File: src/rtl/pmc_pkg.sv
package pmc_pkg;
  typedef enum logic [1:0] {
    SD_KEEP = 2'd0,
    SD_HOLD = 2'd1,
    SD_SET  = 2'd2,
    SD_CLR  = 2'd3
  } shdn_act_e;

  function automatic int cnt_width(input int n);
    return (n < 2) ? 1 : $clog2(n + 1);
  endfunction
endpackage

File: src/rtl/pmc_shdn_ctrl.sv
module pmc_shdn_ctrl
  import pmc_pkg::*;
(
  input  logic clk,
  input  logic rst,
  input  logic set_req,
  input  logic pin_sleep,
  input  logic wake_hit,
  output logic shdn_q,
  output logic sleep_q,
  output logic sleep_nx
);
  shdn_act_e act;
  logic      shdn_nx;

  // pin request has top priority, then a set strobe, then a wake
  always_comb begin
    if (pin_sleep)     act = SD_HOLD;
    else if (set_req)  act = SD_SET;
    else if (wake_hit) act = SD_CLR;
    else               act = SD_KEEP;
  end

  always_comb begin
    case (act)
      SD_SET:  shdn_nx = 1'b1;
      SD_CLR:  shdn_nx = 1'b0;
      default: shdn_nx = shdn_q;
    endcase
    sleep_nx = pin_sleep | shdn_nx;
  end

  always_ff @(posedge clk) begin
    if (rst) begin
      shdn_q  <= 1'b0;
      sleep_q <= 1'b0;
    end else begin
      shdn_q  <= shdn_nx;
      sleep_q <= sleep_nx;
    end
  end
endmodule

File: src/rtl/pmc_por_timer.sv
module pmc_por_timer
  import pmc_pkg::*;
#(
  parameter int TIMEOUT = 4096
) (
  input  logic clk,
  input  logic rst,
  input  logic tick,
  input  logic sup_ok,
  output logic ready_nx
);
  localparam int CW = cnt_width(TIMEOUT);
  localparam logic [CW-1:0] LIMIT = CW'(TIMEOUT);

  logic [CW-1:0] cnt_q;
  logic [CW-1:0] cnt_nx;

  always_comb begin
    if (!sup_ok)                    cnt_nx = '0;
    else if (tick && cnt_q < LIMIT) cnt_nx = cnt_q + 1'b1;
    else                            cnt_nx = cnt_q;
    ready_nx = (cnt_nx == LIMIT);
  end

  always_ff @(posedge clk) begin
    if (rst) cnt_q <= '0;
    else     cnt_q <= cnt_nx;
  end
endmodule

File: src/rtl/pmc_cfg_regs.sv
module pmc_cfg_regs #(
  parameter int NWAKE = 2,
  parameter int NBLK  = 6,
  parameter int NIO   = 4
) (
  input  logic             clk,
  input  logic             rst,
  input  logic             cfg_wr,
  input  logic             cfg_sup_en,
  input  logic             cfg_osc_en,
  input  logic [NWAKE-1:0] cfg_wake_mask,
  input  logic             blk_wr,
  input  logic [NBLK-1:0]  blk_data,
  input  logic             io_wr,
  input  logic [NIO-1:0]   io_dir_data,
  input  logic [NIO-1:0]   io_pu_data,
  output logic             sup_en_q,
  output logic             osc_q,
  output logic             osc_nx,
  output logic [NWAKE-1:0] mask_q,
  output logic [NBLK-1:0]  blk_nx,
  output logic [NIO-1:0]   io_dir_q,
  output logic [NIO-1:0]   io_pu_q
);
  logic [NBLK-1:0] blk_q;
  logic            sup_nx;
  logic [NWAKE-1:0] mask_nx;

  always_comb begin
    sup_nx  = cfg_wr ? cfg_sup_en    : sup_en_q;
    osc_nx  = cfg_wr ? cfg_osc_en    : osc_q;
    mask_nx = cfg_wr ? cfg_wake_mask : mask_q;
    blk_nx  = blk_wr ? blk_data      : blk_q;
  end

  always_ff @(posedge clk) begin
    if (rst) begin
      sup_en_q <= 1'b1;
      osc_q    <= 1'b1;
      mask_q   <= '0;
      blk_q    <= '0;
      io_dir_q <= '0;
      io_pu_q  <= '1;
    end else begin
      sup_en_q <= sup_nx;
      osc_q    <= osc_nx;
      mask_q   <= mask_nx;
      blk_q    <= blk_nx;
      if (io_wr) begin
        io_dir_q <= io_dir_data;
        io_pu_q  <= io_pu_data;
      end
    end
  end
endmodule

File: src/rtl/pmc_power_ctrl.sv
module pmc_power_ctrl #(
  parameter int NWAKE   = 2,
  parameter int NBLK    = 6,
  parameter int NIO     = 4,
  parameter int TIMEOUT = 4096
) (
  input  logic             clk,
  input  logic             rst,
  input  logic             sleep_addr_wr,
  input  logic             cfg_wr,
  input  logic             cfg_slp,
  input  logic             cfg_sup_en,
  input  logic             cfg_osc_en,
  input  logic [NWAKE-1:0] cfg_wake_mask,
  input  logic             blk_wr,
  input  logic [NBLK-1:0]  blk_data,
  input  logic             io_wr,
  input  logic [NIO-1:0]   io_dir_data,
  input  logic [NIO-1:0]   io_pu_data,
  input  logic             pin_sleep,
  input  logic             sup_good,
  input  logic             tick32,
  input  logic [NWAKE-1:0] wake_evt,
  output logic             shdn,
  output logic             sleep,
  output logic [NBLK-1:0]  blk_en,
  output logic             sup_en,
  output logic             osc32_en,
  output logic             clk_out_en,
  output logic             clk32_out_en,
  output logic [NIO-1:0]   io_dir,
  output logic [NIO-1:0]   io_pu
);
  logic             osc_nx;
  logic [NWAKE-1:0] wake_mask;
  logic [NBLK-1:0]  blk_nx;
  logic [NBLK-1:0]  blk_gate;
  logic             sleep_nx;
  logic             ready_nx;
  logic             wake_hit;
  logic             set_req;
  logic             sup_ok;

  assign set_req  = sleep_addr_wr | (cfg_wr & cfg_slp);
  assign wake_hit = |(wake_evt & wake_mask);
  assign sup_ok   = sup_good | ~sup_en;

  pmc_cfg_regs #(.NWAKE(NWAKE), .NBLK(NBLK), .NIO(NIO)) i_regs (
    .clk(clk), .rst(rst),
    .cfg_wr(cfg_wr), .cfg_sup_en(cfg_sup_en), .cfg_osc_en(cfg_osc_en),
    .cfg_wake_mask(cfg_wake_mask),
    .blk_wr(blk_wr), .blk_data(blk_data),
    .io_wr(io_wr), .io_dir_data(io_dir_data), .io_pu_data(io_pu_data),
    .sup_en_q(sup_en), .osc_q(osc32_en), .osc_nx(osc_nx),
    .mask_q(wake_mask), .blk_nx(blk_nx),
    .io_dir_q(io_dir), .io_pu_q(io_pu)
  );

  pmc_shdn_ctrl i_shdn (
    .clk(clk), .rst(rst),
    .set_req(set_req), .pin_sleep(pin_sleep), .wake_hit(wake_hit),
    .shdn_q(shdn), .sleep_q(sleep), .sleep_nx(sleep_nx)
  );

  pmc_por_timer #(.TIMEOUT(TIMEOUT)) i_timer (
    .clk(clk), .rst(rst), .tick(tick32), .sup_ok(sup_ok),
    .ready_nx(ready_nx)
  );

  for (genvar b = 0; b < NBLK; b++) begin : g_blk
    assign blk_gate[b] = blk_nx[b] & ~sleep_nx;
  end

  always_ff @(posedge clk) begin
    if (rst) begin
      blk_en       <= '0;
      clk_out_en   <= 1'b0;
      clk32_out_en <= 1'b0;
    end else begin
      blk_en       <= blk_gate;
      clk_out_en   <= ready_nx & ~sleep_nx;
      clk32_out_en <= ready_nx & osc_nx;
    end
  end
endmodule

File: config.mk
export PLATFORM = sky130hd
export DESIGN_NAME = pmc_power_ctrl
export DESIGN_NICKNAME = d
export VERILOG_FILES = /design/src/rtl/pmc_pkg.sv /design/src/rtl/pmc_shdn_ctrl.sv /design/src/rtl/pmc_por_timer.sv /design/src/rtl/pmc_cfg_regs.sv /design/src/rtl/pmc_power_ctrl.sv
export SDC_FILE = /design/constraint.sdc
export NUM_CORES = 1
export LEC_CHECK = 0
export ABC_AREA = 1
export BUFFER_PORTS_ARGS = -buffer_cell sky130_fd_sc_hd__buf_2
export CAP_MARGIN = 20
export CORE_ASPECT_RATIO = 0.8
export CORE_MARGIN = 1.5
export CORE_UTILIZATION = 46
export CTS_CLUSTER_SIZE = 25
export DETAILED_ROUTE_END_ITERATION = 16
export PLACE_DENSITY_LB_ADDON = 0.25
export SETUP_SLACK_MARGIN = 0.4
export SYNTH_ARGS = -nofsm -noshare
export SYNTH_HDL_FRONTEND = slang
export SYNTH_HIERARCHICAL = 1
export SYNTH_SLANG_ARGS = --single-unit
File: constraint.sdc
create_clock -name clk -period 1.49 [get_ports clk]
set_input_delay 0.0745 -clock clk [delete_from_list [all_inputs] [get_ports clk]]
set_output_delay 0.0745 -clock clk [all_outputs]
set_load 0.1 [all_outputs]
==> results of run 1 <==
==> state kept, by name, summed over array words and instances (netlist names) <==
signal           flops
blk_en               6
clk32_out_en         1
clk_out_en           1
i_regs/blk_q         6
i_regs/io_dir_q      4
i_regs/io_pu_q       4
i_regs/mask_q        2
i_regs/osc_q         1
i_regs/sup_en_q      1
i_shdn/shdn_q        1
i_shdn/sleep_q       1
i_timer/cnt_q       13
==> where the power goes <==
| group | internal, uW | switching [uW] | total [uW] | leakage, uW |
|---|---|---|---|---|
| clock network | 324 | 354 | 678 | 0.0000450 |
| logic | 127 | 358 | 485 | 0.000862 |
| registers | 1140 | 26.0 | 1170 | 0.000343 |
==> path summary, 6_finish.rpt <==
path / from / to / slack, ps / cells past startpoint
max: i_timer/cnt_q[1] / clk_out_en / 20 / 11
min: io_pu_data[3] / i_regs/io_pu_q[3] / 3 / 3
max reg2reg: i_timer/cnt_q[1] / clk_out_en / 20 / 11
min reg2reg: i_regs/io_pu_q[0] / i_regs/io_pu_q[0] / 450 / 2
==> what timing repair did <==
| item | CTS | global route |
|---|---|---|
| pin swaps | 4 | 6 |
| setup endpoints to repair | 27 | 13 |
| hold endpoints to repair | 2 | 0 |
| hold buffers | 2 | 0 |
| gates resized for setup | 28 | 21 |
| gates cloned | 0 | 0 |
| buffers inserted | 1 | 2 |
==> routing by layer <==
metal  GRT usage [%]  vias to the layer above  part of all wire [%]
met4            7.14                        0                   1.4
met5               0                        -                     0
met2            31.8                       38                    45
met1            24.6                      800                    48
li1                -                      957                     -
met3            6.24                        5                   5.4
==> per-stage QoR <==
stage	TNS (ps)	setup slack, ps	instances	instance area, um2
floorplan	0	138	274	1910
global placement	-8.51	-6.47	379	2230
detailed placement	-137	-73.7	379	2230
CTS	-4.28	-4.28	390	2420
global route	-166	-96.2	392	2500
finish	0	22.8	392	2500
==> cells by family after synthesis <==
group / after synthesis / synth area share [%]
AND/OR/NAND/NOR: 169 / 39.4
buffers and inverters: 49 / 10.7
flip-flops: 41 / 44.1
AO/OA/AOI/OAI: 14 / 5.05
adder cells (fa/ha/maj): 1 / 0.673
==> cell type report <==
class,count,area [um2]
fillers,348,1330
well taps,55,68.8
flip-flops and latches,41,857
clock buffers,6,72.6
multi-input cells,184,931
clock inverters,2,10.0
repair buffers,58,380
inverters,46,178
==> critical path, stage by stage (launching register included) <==
cell	delay [ps]
dfxtp_4	370
ha_4	150
nand4_4	120
nor2_4	140
nor2_1	50
nand2_1	70
nand2_1	50
nor2_1	100
nand3_1	80
nor2_2	110
nand2_1	70
nor2_1	80
==> layout by cell type, fill, tap and decap left out, types with 5 or more instances in the layout <==
cell and count:
buf_2 29, buf_4 25, nor2_2 5, clkbuf_8 5, nand3_1 17, dfxtp_2 17, nand2_1 74, inv_2 6
dfxtp_1 20, nand2_2 8, inv_1 38, nand3_2 6, nor2_1 43
==> results_dict.tcl, run 1 <==
set metrics [dict create \
    status "complete, no violations" \
    row_count 20 \
    start_util_pct 48.6 \
    diodes 0 \
    via_per_inst 4.59 \
    timing.slew.headroom_pct 73.3 \
    ys_warn_count 6 \
    syn_nets 305 \
    cts_tree "yes" \
    synth_area_um2 1860 \
    powerDensity_nw_per_um2 934 \
    async_flop_share_pct 0 \
    core_um2 3830 \
    cts_root_buf "clkbuf_8" \
    critPathRequiredTime_ps 1720 \
    critPathCaptureType "flip-flop" \
    clkSinkCount 41 \
    dr_total_vias 1800 \
    synth_area_leaders "dfxtp_1 44%, nand2_1 16%, nor2_1 9.7%" \
    p_total_uw 2330 \
    maxCapViolCount 0 \
    grt_pass1_wl_um 6560 \
    antenna_left 0 \
    h-tree-depth 2 \
    path_class "flip-flop to flip-flop" \
    fp.dieH_um 59.9 \
    fin_skew_ps 6.54 \
    finalCritPeriodShare_pct 98.5 \
    cts_buffers 5 \
    rsz0062_at_grt "yes" \
    peakVddDrop_mv 0.657 \
    overflow 0 \
    synth.distinct_cells 23 \
    wire_per_inst_um 9.95 \
    antenna_found_initial 0 \
    grt_usage_pct 19.6 \
    startpoint_type "flip-flop" \
    synthCells 274 \
    fmax_mhz 682 \
    drt-total-wl_um 3900 \
    area_delta_synth_final_pct 34.3 \
    yosysMostFrequentCell "nand2_1" \
    p_leak_uw 0.00125 \
    critPathMaxFanout 4 \
    grt_max_degree 22 \
    finalMaxSlewViolations 0 \
    grt_pass1_vias 1573 \
    die-area_um2 4430 \
    dr.pass1.iters 4 \
    port_buffers 49 \
    insertion_delay_ps 290 \
    holdWs_ps 2.83 \
    globalplace.congestion 0.846 \
    drt_iter0_markers 84 \
    drive_above_1_share_pct 37.4 \
    dpl.hpwl_um 2890 \
    synth_top_area_cell "dfxtp_1" \
    yosysTopAreaCellShare_pct 44.1 \
    drc 0 \
    synth_edf_count 0 \
    hold_viol_final 0 \
    fin_crit_ps 1470 \
    postLayoutCoreUtil_pct 65.2 \
    fp.dieW_um 74.1 \
    tightest_slew_ps 401 \
    cp.arrival_ps 1700 \
    hold_path.class "primary input to flip-flop" \
    clkSlewWorstSetupHoldPaths_ps 80 \
    finalSetupViolations 0 \
    cts_buffer_depth 2 \
    synth_seq_cells 41 \
    final_nets 367 \
    avgSynthCellArea_um2 6.79 \
    synthTopCellsByCount "79 x nand2_1, 48 x nor2_1, 41 x dfxtp_1" \
    pin_count 50 \
    ys_seq_area_share_pct 44.1 \
    synthFlopType "dfxtp_1" \
]
No activity file was read; power rests on OpenSTA's default activity.
==> inputs of run 2 (changes only) <==
- BUFFER_PORTS_ARGS: -buffer_cell sky130_fd_sc_hd__buf_2 -> -buffer_cell sky130_fd_sc_hd__buf_4
- SKIP_CTS_REPAIR_TIMING: default -> 1
- SKIP_LAST_GASP: default -> 1
==> run 2 against run 1 <==
  * The run now ends with hold timing left
  * Critical path depth down 2
  * Combinational power up 4.7%
  * Die area unchanged
  * Core utilization is 2.1 points higher
  * Non-clock buffer count fell by 1
  * Via count decreased by 2.3%
  * Critical path type unchanged
  * Largest cell class unchanged
  * Largest power group unchanged
==> results_dict.tcl, run 2 (synthesized netlist as in run 1, its figures left out) <==
set metrics [dict create \
    status "complete, but fails checks" \
    violations "hold timing" \
    cts_buffer_depth 2 \
    crit_path_frequent_cell "nand2_1" \
    cts_root_buf "clkbuf_8" \
    area_delta_synth_final_pct 38.6 \
    largest_reg_flops 13 \
    critPathCaptureType "flip-flop" \
    start_util_pct 48.6 \
    fp.dieH_um 59.9 \
    intPower_uw 1670 \
    layout_commonest_cell "nand2_1" \
    critPathMaxFanout 3 \
    wl_met2_um 1940 \
    critPathRequiredTime_ps 1720 \
    grt_pass1_wl_um 6540 \
    via_per_inst 4.50 \
    cts_tree "yes" \
    slowest_delay_ps 360 \
    maxCapViolCount 0 \
    finalSetupViolations 0 \
    reg2reg_slack_ps 30 \
    hold_viol_final 2 \
    min_to "i_regs/io_pu_q[3]" \
    path_class "flip-flop to flip-flop" \
    peakVddDrop_mv 0.530 \
    fin_crit_ps 1460 \
    finalCritPeriodShare_pct 98.2 \
    path_cells "ha_4 -> nand3b_1 -> nand2_1 -> nand4_1 -> a21oi_2 -> nand3_1 -> nor2_2 -> nand2_1 -> nor2_1" \
    dr_total_vias 1759 \
    final_nets 366 \
    clkPwrFrac_pct 30.9 \
    multi_input_area_um2 947 \
    wire_per_inst_um 10.3 \
    dr.pass1.iters 4 \
    r2r-end "clk32_out_en" \
    drt_iter0_markers 79 \
    grt_pass1_vias 1516 \
    rsz0062_at_grt "yes" \
    insertion_delay_ps 290 \
    fin_skew_ps 9.86 \
    postLayoutCoreUtil_pct 67.3 \
    top_layer "met4" \
    drive_above_1_share_pct 38.7 \
    drc 0 \
    timing.slew.headroom_pct 81.1 \
    cp.arrival_ps 1700 \
    hold_depth 3 \
    fmax_mhz 683 \
    antenna_left 0 \
    clkSinkCount 41 \
    die-area_um2 4430 \
    p_sw_share_pct 31.3 \
    fp.dieW_um 74.1 \
    p_leak_uw 0.00127 \
    grt_usage_pct 19.4 \
    antenna_found_initial 0 \
    final_cells 391 \
    globalplace.congestion 0.830 \
    final_cell_mix "71 x nand2_1, 56 x buf_4, 44 x nor2_1" \
    holdWs_ps -1.72 \
    final.setup.worst_slack_ps 26.7 \
    p_sw_uw 761 \
    overflow 0 \
    hold_path.startpoint "io_pu_data[3]" \
    path_delay_family "simple AND/OR/NAND/NOR gates" \
    met3WireLength_um 189 \
    biggestRegsByFlops "i_timer/cnt_q (13), blk_en (6), i_regs/blk_q (6)" \
    crit_buf_inv 0 \
    startpoint_type "flip-flop" \
    combPwrFrac_pct 20.9 \
    row_count 20 \
    fillers 369 \
    core_um2 3830 \
    h-tree-depth 2 \
    power_frac_seq_pct 48.2 \
    regMostFlops "i_timer/cnt_q" \
    finalMaxSlewViolations 0 \
    clkSlewWorstSetupHoldPaths_ps 80 \
    tightest_slew_ps 286 \
    r2r_start "i_timer/cnt_q[0]" \
    crit_slowest_cell "dfxtp_4" \
    ff_latch_area_um2 855 \
    port_buffers 49 \
    pin_count 50 \
    reg2reg_depth 9 \
    grt_max_degree 22 \
    diodes 0 \
    cts_buffers 5 \
    drt-total-wl_um 4030 \
    dpl.hpwl_um 2960 \
    place_inst 380 \
    place_ws_ps -24.4 \
    hold_path.class "primary input to flip-flop" \
    powerDensity_nw_per_um2 942 \
    wl_met1_um 1870 \
]
==> run 2: worst register-to-register path: cells and delay by family, from the launching register on <==
family	cells	cell delay [ps]
AO/OA/AOI/OAI	1	130
flip-flops	1	360
adder cells (fa/ha/maj)	1	220
AND/OR/NAND/NOR	7	710
==> run 2: area by class of cell <==
cell class                      instances  share of cell area [%]
Timing Repair Buffer                   57                    16.8
Tap cell                               55                    2.67
Clock inverter                          2                   0.534
Sequential cell                        41                    33.2
Inverter                               46                    6.90
Multi-Input combinational cell        184                    36.8
Clock buffer                            6                    3.21
==> run 2: through the flow <==
stage          power (uW)  setup TNS [ps]  cell area [um2]
2_1_floorplan        1560               0             1910
3_3_place_gp         1690           -12.6             2360
3_5_place_dp         1700           -46.6             2360
4_1_cts              2450           -79.7             2460
5_1_grt              2550            -228             2580
6_report             2430               0             2580
==> run 2: routing by layer <==
| layer | GRT usage [%] | vias to the layer above |
|---|---|---|
| met5 | 0 | - |
| met4 | 4.76 | 0 |
| met3 | 6.24 | 4 |
| met2 | 30.5 | 42 |
| met1 | 26.0 | 761 |
| li1 | - | 952 |
==> run 2: worst max-delay path by stage <==
stage / start / to / slack (ps) / cells after the start
after global placement: i_timer/cnt_q[1] / clk_out_en / -10 / 11
after global routing: i_timer/cnt_q[5] / clk32_out_en / -120 / 11
after floorplan: i_timer/cnt_q[1] / clk_out_en / 140 / 11
after detailed placement: i_timer/cnt_q[1] / clk32_out_en / -20 / 9
final: i_timer/cnt_q[0] / clk32_out_en / 30 / 9
after CTS: i_timer/cnt_q[1] / clk32_out_en / -40 / 9
==> run 2: power groups by stage <==
| stage | Clock (uW) | Combinational, uW | Sequential [uW] |
|---|---|---|---|
| final | 750 | 508 | 1170 |
| after CTS | 774 | 502 | 1170 |
| after global routing | 825 | 545 | 1180 |
| after detailed placement | 0 | 501 | 1200 |
| after global placement | 0 | 497 | 1200 |
| after floorplan | 0 | 145 | 1410 |
